**src/rtl/cam_pkg.sv**
```systemverilog
package cam_pkg;
    localparam int SEG_W  = 16;
    localparam int NSEG   = 4;
    localparam int WORD_W = SEG_W * NSEG;
    localparam int CODE_W = 3;

    // Number of key segments selected by a split code; out-of-range codes clamp.
    function automatic int unsigned key_segs(input logic [CODE_W-1:0] code);
        if (code == '0)
            return 1;
        else if (int'(code) > NSEG)
            return NSEG;
        else
            return int'(code);
    endfunction

    // Ones over the key segments (the most significant ones), zeros over payload.
    function automatic logic [WORD_W-1:0] key_field(input logic [CODE_W-1:0] code);
        logic [WORD_W-1:0] f;
        int unsigned n;
        n = key_segs(code);
        f = '0;
        for (int s = 0; s < NSEG; s++) begin
            if (s >= NSEG - int'(n))
                f[s*SEG_W +: SEG_W] = '1;
        end
        return f;
    endfunction
endpackage

```
**src/rtl/cam_match_line.sv**
```systemverilog
module cam_match_line
    import cam_pkg::*;
(
    input  logic [WORD_W-1:0] entry,
    input  logic              entry_vld,
    input  logic [WORD_W-1:0] key,
    input  logic [WORD_W-1:0] care,
    output logic              hit
);
    always_comb begin
        hit = entry_vld && (((entry ^ key) & care) == '0);
    end
endmodule

```
**src/rtl/cam_prio_enc.sv**
```systemverilog
module cam_prio_enc #(
    parameter int N  = 16,
    parameter int AW = $clog2(N)
) (
    input  logic [N-1:0]  req,
    output logic          any,
    output logic          many,
    output logic [AW-1:0] idx
);
    always_comb begin
        any  = 1'b0;
        many = 1'b0;
        idx  = '0;
        for (int i = N - 1; i >= 0; i--) begin
            if (req[i])
                idx = AW'(i);
        end
        for (int i = 0; i < N; i++) begin
            if (req[i]) begin
                if (any)
                    many = 1'b1;
                any = 1'b1;
            end
        end
    end
endmodule

```
**src/rtl/cam_partitioned.sv**
```systemverilog
module cam_partitioned
    import cam_pkg::*;
#(
    parameter int DEPTH = 16,
    localparam int AW   = $clog2(DEPTH)
) (
    input  logic              clk,
    input  logic              rst_n,
    input  logic              split_wr,
    input  logic [CODE_W-1:0] split_in,
    input  logic              mask_wr,
    input  logic [WORD_W-1:0] mask_in,
    input  logic              cmpd_wr,
    input  logic [WORD_W-1:0] cmpd_in,
    input  logic              cmp_go,
    input  logic              wr_en,
    input  logic [AW-1:0]     wr_addr,
    input  logic [WORD_W-1:0] wr_data,
    input  logic              wr_valid,
    input  logic [AW-1:0]     rd_addr,
    output logic [WORD_W-1:0] rd_data,
    output logic              rd_valid,
    output logic              match,
    output logic              multi,
    output logic [AW-1:0]     match_addr,
    output logic [WORD_W-1:0] match_ram
);
    typedef struct packed {
        logic [DEPTH-1:0][WORD_W-1:0] mem;
        logic [DEPTH-1:0]             vld;
        logic [WORD_W-1:0]            mask;
        logic [WORD_W-1:0]            cmpd;
        logic [CODE_W-1:0]            split;
        logic                         hit;
        logic                         multi;
        logic [AW-1:0]                addr;
        logic [WORD_W-1:0]            ram;
    } state_t;

    state_t state_d, state_q;

    logic [WORD_W-1:0] key_bits;
    logic [WORD_W-1:0] care;
    logic [DEPTH-1:0]  hits;
    logic              any_hit;
    logic              many_hit;
    logic [AW-1:0]     win_idx;
    logic [CODE_W-1:0] split_q;

    assign split_q  = state_q.split;
    assign key_bits = key_field(state_q.split);
    assign care     = key_bits & state_q.mask;

    for (genvar g = 0; g < DEPTH; g++) begin : g_line
        cam_match_line u_line (
            .entry    (state_q.mem[g]),
            .entry_vld(state_q.vld[g]),
            .key      (state_q.cmpd),
            .care     (care),
            .hit      (hits[g])
        );
    end

    cam_prio_enc #(.N(DEPTH), .AW(AW)) u_prio (
        .req (hits),
        .any (any_hit),
        .many(many_hit),
        .idx (win_idx)
    );

    always_comb begin
        state_d = state_q;
        if (split_wr)
            state_d.split = split_in;
        if (mask_wr)
            state_d.mask = mask_in;
        if (cmpd_wr)
            state_d.cmpd = cmpd_in;
        if (wr_en) begin
            state_d.mem[wr_addr] = wr_data;
            state_d.vld[wr_addr] = wr_valid;
        end
        if (cmp_go) begin
            state_d.hit   = any_hit;
            state_d.multi = many_hit;
            state_d.addr  = any_hit ? win_idx : '0;
            state_d.ram   = any_hit ? (state_q.mem[win_idx] & ~key_bits) : '0;
        end
    end

    always_ff @(posedge clk) begin
        if (!rst_n) begin
            state_q       <= '0;
            state_q.mask  <= '1;
            state_q.split <= CODE_W'(NSEG);
        end else begin
            state_q <= state_d;
        end
    end

    assign rd_data    = state_q.mem[rd_addr];
    assign rd_valid   = state_q.vld[rd_addr];
    assign match      = state_q.hit;
    assign multi      = state_q.multi;
    assign match_addr = state_q.addr;
    assign match_ram  = state_q.ram;
endmodule

```
**config.mk**
```make
export PLATFORM = sky130hd
export DESIGN_NAME = cam_partitioned
export DESIGN_NICKNAME = d
export VERILOG_FILES = /design/src/rtl/cam_pkg.sv /design/src/rtl/cam_match_line.sv /design/src/rtl/cam_prio_enc.sv /design/src/rtl/cam_partitioned.sv
export SDC_FILE = /design/constraint.sdc
export NUM_CORES = 2
export LEC_CHECK = 0
export ABC_AREA = 0
export CAP_MARGIN = 20
export CORE_MARGIN = 2
export CORE_UTILIZATION = 34
export CTS_CLUSTER_DIAMETER = 80
export CTS_CLUSTER_SIZE = 40
export DETAILED_ROUTE_END_ITERATION = 16
export MAX_ROUTING_LAYER = met4
export PLACE_DENSITY_LB_ADDON = 0.25
export SETUP_SLACK_MARGIN = 0.1
export SYNTH_ARGS = -nofsm -noshare
export SYNTH_HDL_FRONTEND = slang
export SYNTH_HIERARCHICAL = 1
export SYNTH_SLANG_ARGS = --single-unit
export TNS_END_PERCENT = 50
```
**constraint.sdc**
```tcl
create_clock -name clk -period 16.3 [get_ports clk]
set_input_delay 3.26 -clock clk [delete_from_list [all_inputs] [get_ports clk]]
set_output_delay 3.26 -clock clk [all_outputs]
set_load 0.005 [all_outputs]
```
==> impl_metrics.csv <==
group,metric,value,unit
min_path,min_to,"state_q[137]",
worst_setup_path,start_kind,"input pin",
logic_synthesis,synthDistinctLibCells,63,
logic_synthesis,synth.cell_area,77300,um^2
sta,hold_violations,0,
logic_synthesis,synthAdderAreaFrac,0.0486,%
clocking,clk_latency,840,ps
clocking,clk_pin_slew,80,ps
clocking,cts.path.max_buffers,3,
floorplanning,die_x,481,um
global_routing,grt-ovfl-total,0,
drt,wl,421000,um
sta,rsz0062_at_grt,"no",
min_path,min_path_type,"reg -> reg",
logic_synthesis,synth_compound_area_share,17.9,%
worst_setup_path,worstPathRequired,13040,ps
floorplanning,placement_rows,175,
logic_synthesis,synthXorXnorAreaFrac,11.6,%
logic_synthesis,synth_simple_gate_area_share,15.2,%
worst_setup_path,path_class,"in -> out",
sta,tightest_slew,1280,ps
logic_synthesis,synthMuxAreaShare,18.6,%
floorplanning,dieArea,231000,um^2
clocking,cts_setup_buffers,0,
pwr,total_power,7.22,mW
min_path,hold_depth,2,
run,drv_cap,0,
logic_synthesis,async_reset_ff_share,0,%
logic_synthesis,synth_edf_count,0,
logic_synthesis,yosysTopAreaCellShare,32.1,%
logic_synthesis,synth_nets,8669,
placement,place_congestion,1.04,
worst_setup_path,worstPathArrival,7360,ps
clocking,clkSinkCount,1241,
sta,skew,67.7,ps
placement,post-place-ws,5690,ps
sta,finalSetupTns,0,ps
pwr,p_per_area,83.5,nW/um^2
drt,drtIter0Drc,10800,
logic_synthesis,yosys.area.top_type,"dfxtp_1",
logic_synthesis,synth_common_cells,"2,236 x nand2_1, 1,241 x dfxtp_1, 1,032 x a21boi_0",
floorplanning,io_pins,346,
placement,io_buffers,345,
status,outcome,"completed",
clocking,cts_buffers,98,
worst_setup_path,r2r_start,"split_q[0]",
worst_setup_path,rrSetupSlack,7320,ps
logic_synthesis,synth_cells,8455,
logic_synthesis,ys.flop_type,"dfxtp_1",
clocking,ctsHoldBuffers,0,
drt,antenna_left,0,
logic_synthesis,ys_seq_elements,1241,
global_routing,grt_pass1_vias,66000,
logic_synthesis,syn_avg_cell_area,9.14,um^2
global_routing,antenna_found_initial,66,
worst_setup_path,r2r-end,"match_ram[41]",
logic_synthesis,synthTopCellsByArea,"dfxtp_1 32%, mux4_2 14%, xor2_1 12%",
drt,wire_per_inst,36.9,um
clocking,cts_resized,0,
floorplanning,initial_utilization,34.1,%
worst_setup_path,cp-end-kind,"output port",
logic_synthesis,synth_most_common_cell,"nand2_1",
cells_and_area,syn2layout_area_growth,11.8,%
sta,fin_crit_sh,65.2,%
drt,num_vias,70900,
global_routing,grt_max_degree,255,
sta,relSlewSlack,14.7,%
drt,first_pass_iters,10,
clocking,cts_root_buffer,"clkbuf_16",
pwr,leakagePower,32.1,nW
drt,drc_errors,0,
sta,setup_viol,0,
global_routing,grt_usage,36.2,%
placement,dp_hpwl,279000,um
min_path,hp-start,"state_q[137]",
sta,post-route-min-period,10620,ps
pwr,ir_worst_vdd,0.000104,V
drt,drt-vias-per-instance,6.22,
floorplanning,die_y,481,um
cells_and_area,drive_gt1_share,11.1,%
cells_and_area,layout.nets,8482,
sta,setup_ws,5680,ps
floorplanning,fp.coreArea,227000,um^2
clocking,cts_max_level,3,
clocking,cts_tree,"yes",
worst_setup_path,worstPathMaxFanout,69,
sta,max_freq,94.1,MHz
logic_synthesis,yosysSeqAreaShare,32.1,%
logic_synthesis,synth_top_family_by_area,"multiplexers",
worst_setup_path,rr_worst_depth,24,
logic_synthesis,synth_warnings,6,
sta,slew_violations,0,
global_routing,grt_first_pass_wirelength,567000,um
-- cell type report --
| type | count | area [um^2] |
|---|---|---|
| multi-input cells | 6438 | 49400 |
| fillers | 22500 | 140000 |
| well taps | 3009 | 3760 |
| inverters | 7 | 26.3 |
| diodes | 48 | 120 |
| clock buffers | 103 | 2540 |
| clock inverters | 78 | 1080 |
| repair buffers | 482 | 4590 |
| flip-flops and latches | 1241 | 24800 |
-- per-stage QoR --
stage / hold WS, ps / util, % / cells / instance area, um^2
after floorplan: 433 / - / 8455 / 77300
final: 472 / 38.1 / 11400 / 86400
after global placement: 446 / 36.4 / 11200 / 82500
after CTS: 478 / 38.1 / 11400 / 86200
after detailed placement: 453 / 36.5 / 11200 / 82600
after global routing: 490 / 38.1 / 11400 / 86400
-- placed cells by master (no fill, tap or decap), types with 16 or more instances in the layout --
| master | netlist | final |
|---|---|---|
| buf_4 | 93 | 131 |
| o31ai_1 | 25 | 25 |
| clkinv_8 | 0 | 23 |
| nor2_1 | 55 | 40 |
| inv_8 | 0 | 16 |
| diode_2 | 0 | 48 |
| clkdlybuf4s50_1 | 0 | 338 |
| a221o_1 | 16 | 16 |
| nor2b_1 | 162 | 157 |
| dfxtp_1 | 1241 | 1241 |
| a222oi_1 | 17 | 17 |
| nand2_1 | 2236 | 2223 |
| nand3_1 | 107 | 103 |
| a221oi_2 | 32 | 32 |
| xor2_1 | 1024 | 1024 |
| a21boi_0 | 1032 | 1032 |
| mux4_2 | 468 | 468 |
| nand4_1 | 32 | 32 |
| or4_1 | 16 | 16 |
| mux2_2 | 32 | 32 |
| a22o_1 | 112 | 112 |
| a21oi_1 | 53 | 52 |
| a2111oi_0 | 17 | 17 |
| clkbuf_16 | 0 | 101 |
| o22ai_1 | 65 | 65 |
| a22oi_1 | 257 | 257 |
| nor4bb_1 | 24 | 24 |
| mux2i_1 | 340 | 340 |
| a221oi_1 | 96 | 96 |
| o21ai_0 | 35 | 34 |
| a211oi_1 | 19 | 19 |
| nor4b_1 | 23 | 23 |
| and2_1 | 57 | 57 |
| nor4_2 | 16 | 16 |
-- worst max path at each step --
stage,startpoint,endpoint,slack [ps],depth (start not counted)
after floorplan,rd_addr[1],rd_data[10],8220,5
after global routing,rd_addr[0],rd_data[59],5470,6
final,rd_addr[0],rd_data[19],5680,6
after detailed placement,rd_addr[0],rd_data[28],5690,6
after global placement,rd_addr[0],rd_data[28],5750,6
after CTS,rd_addr[0],rd_data[19],5690,6
-- power breakdown --
group	switching, mW	internal (mW)	leakage, nW
clock network	1.49	1.32	1.74
registers	0.121	3.08	10.0
logic	0.817	0.381	20.3
total	2.43	4.78	32.1
-- critical path: stages --
cell	delay, ps
buf_8	570
buf_4	690
buf_4	730
mux4_2	600
mux4_2	660
clkdlybuf4s50_1	530
-- cells by family (layout without fill, tap and decap cells) --
| group | Yosys count | in the layout |
|---|---|---|
| flip-flops | 1241 | 1241 |
| adder cells (fa/ha/maj) | 3 | 3 |
| AND/OR/NAND/NOR | 2765 | 2765 |
| other | 0 | 48 |
| XOR/XNOR | 1024 | 1024 |
| buffers and inverters | 776 | 670 |
| multiplexers | 842 | 842 |
| AO/OA/AOI/OAI | 1804 | 1804 |
-- routing by layer --
metal	share of wire (%)	wire length, um	up-vias	track usage [%]
met3	11	48100	1039	9.52
li1	-	-	29400	-
met1	39	163000	35600	45.3
met4	6.9	28900	0	21.4
met5	0	0	-	-
met2	43	180000	4871	52.1
-- registers in the layout (all words and copies together) (netlist names) --
name / cells
match: 1
split_q: 3
match_ram: 64
state_q: 1168
multi: 1
match_addr: 4
Power figures use the tool's default switching activity.
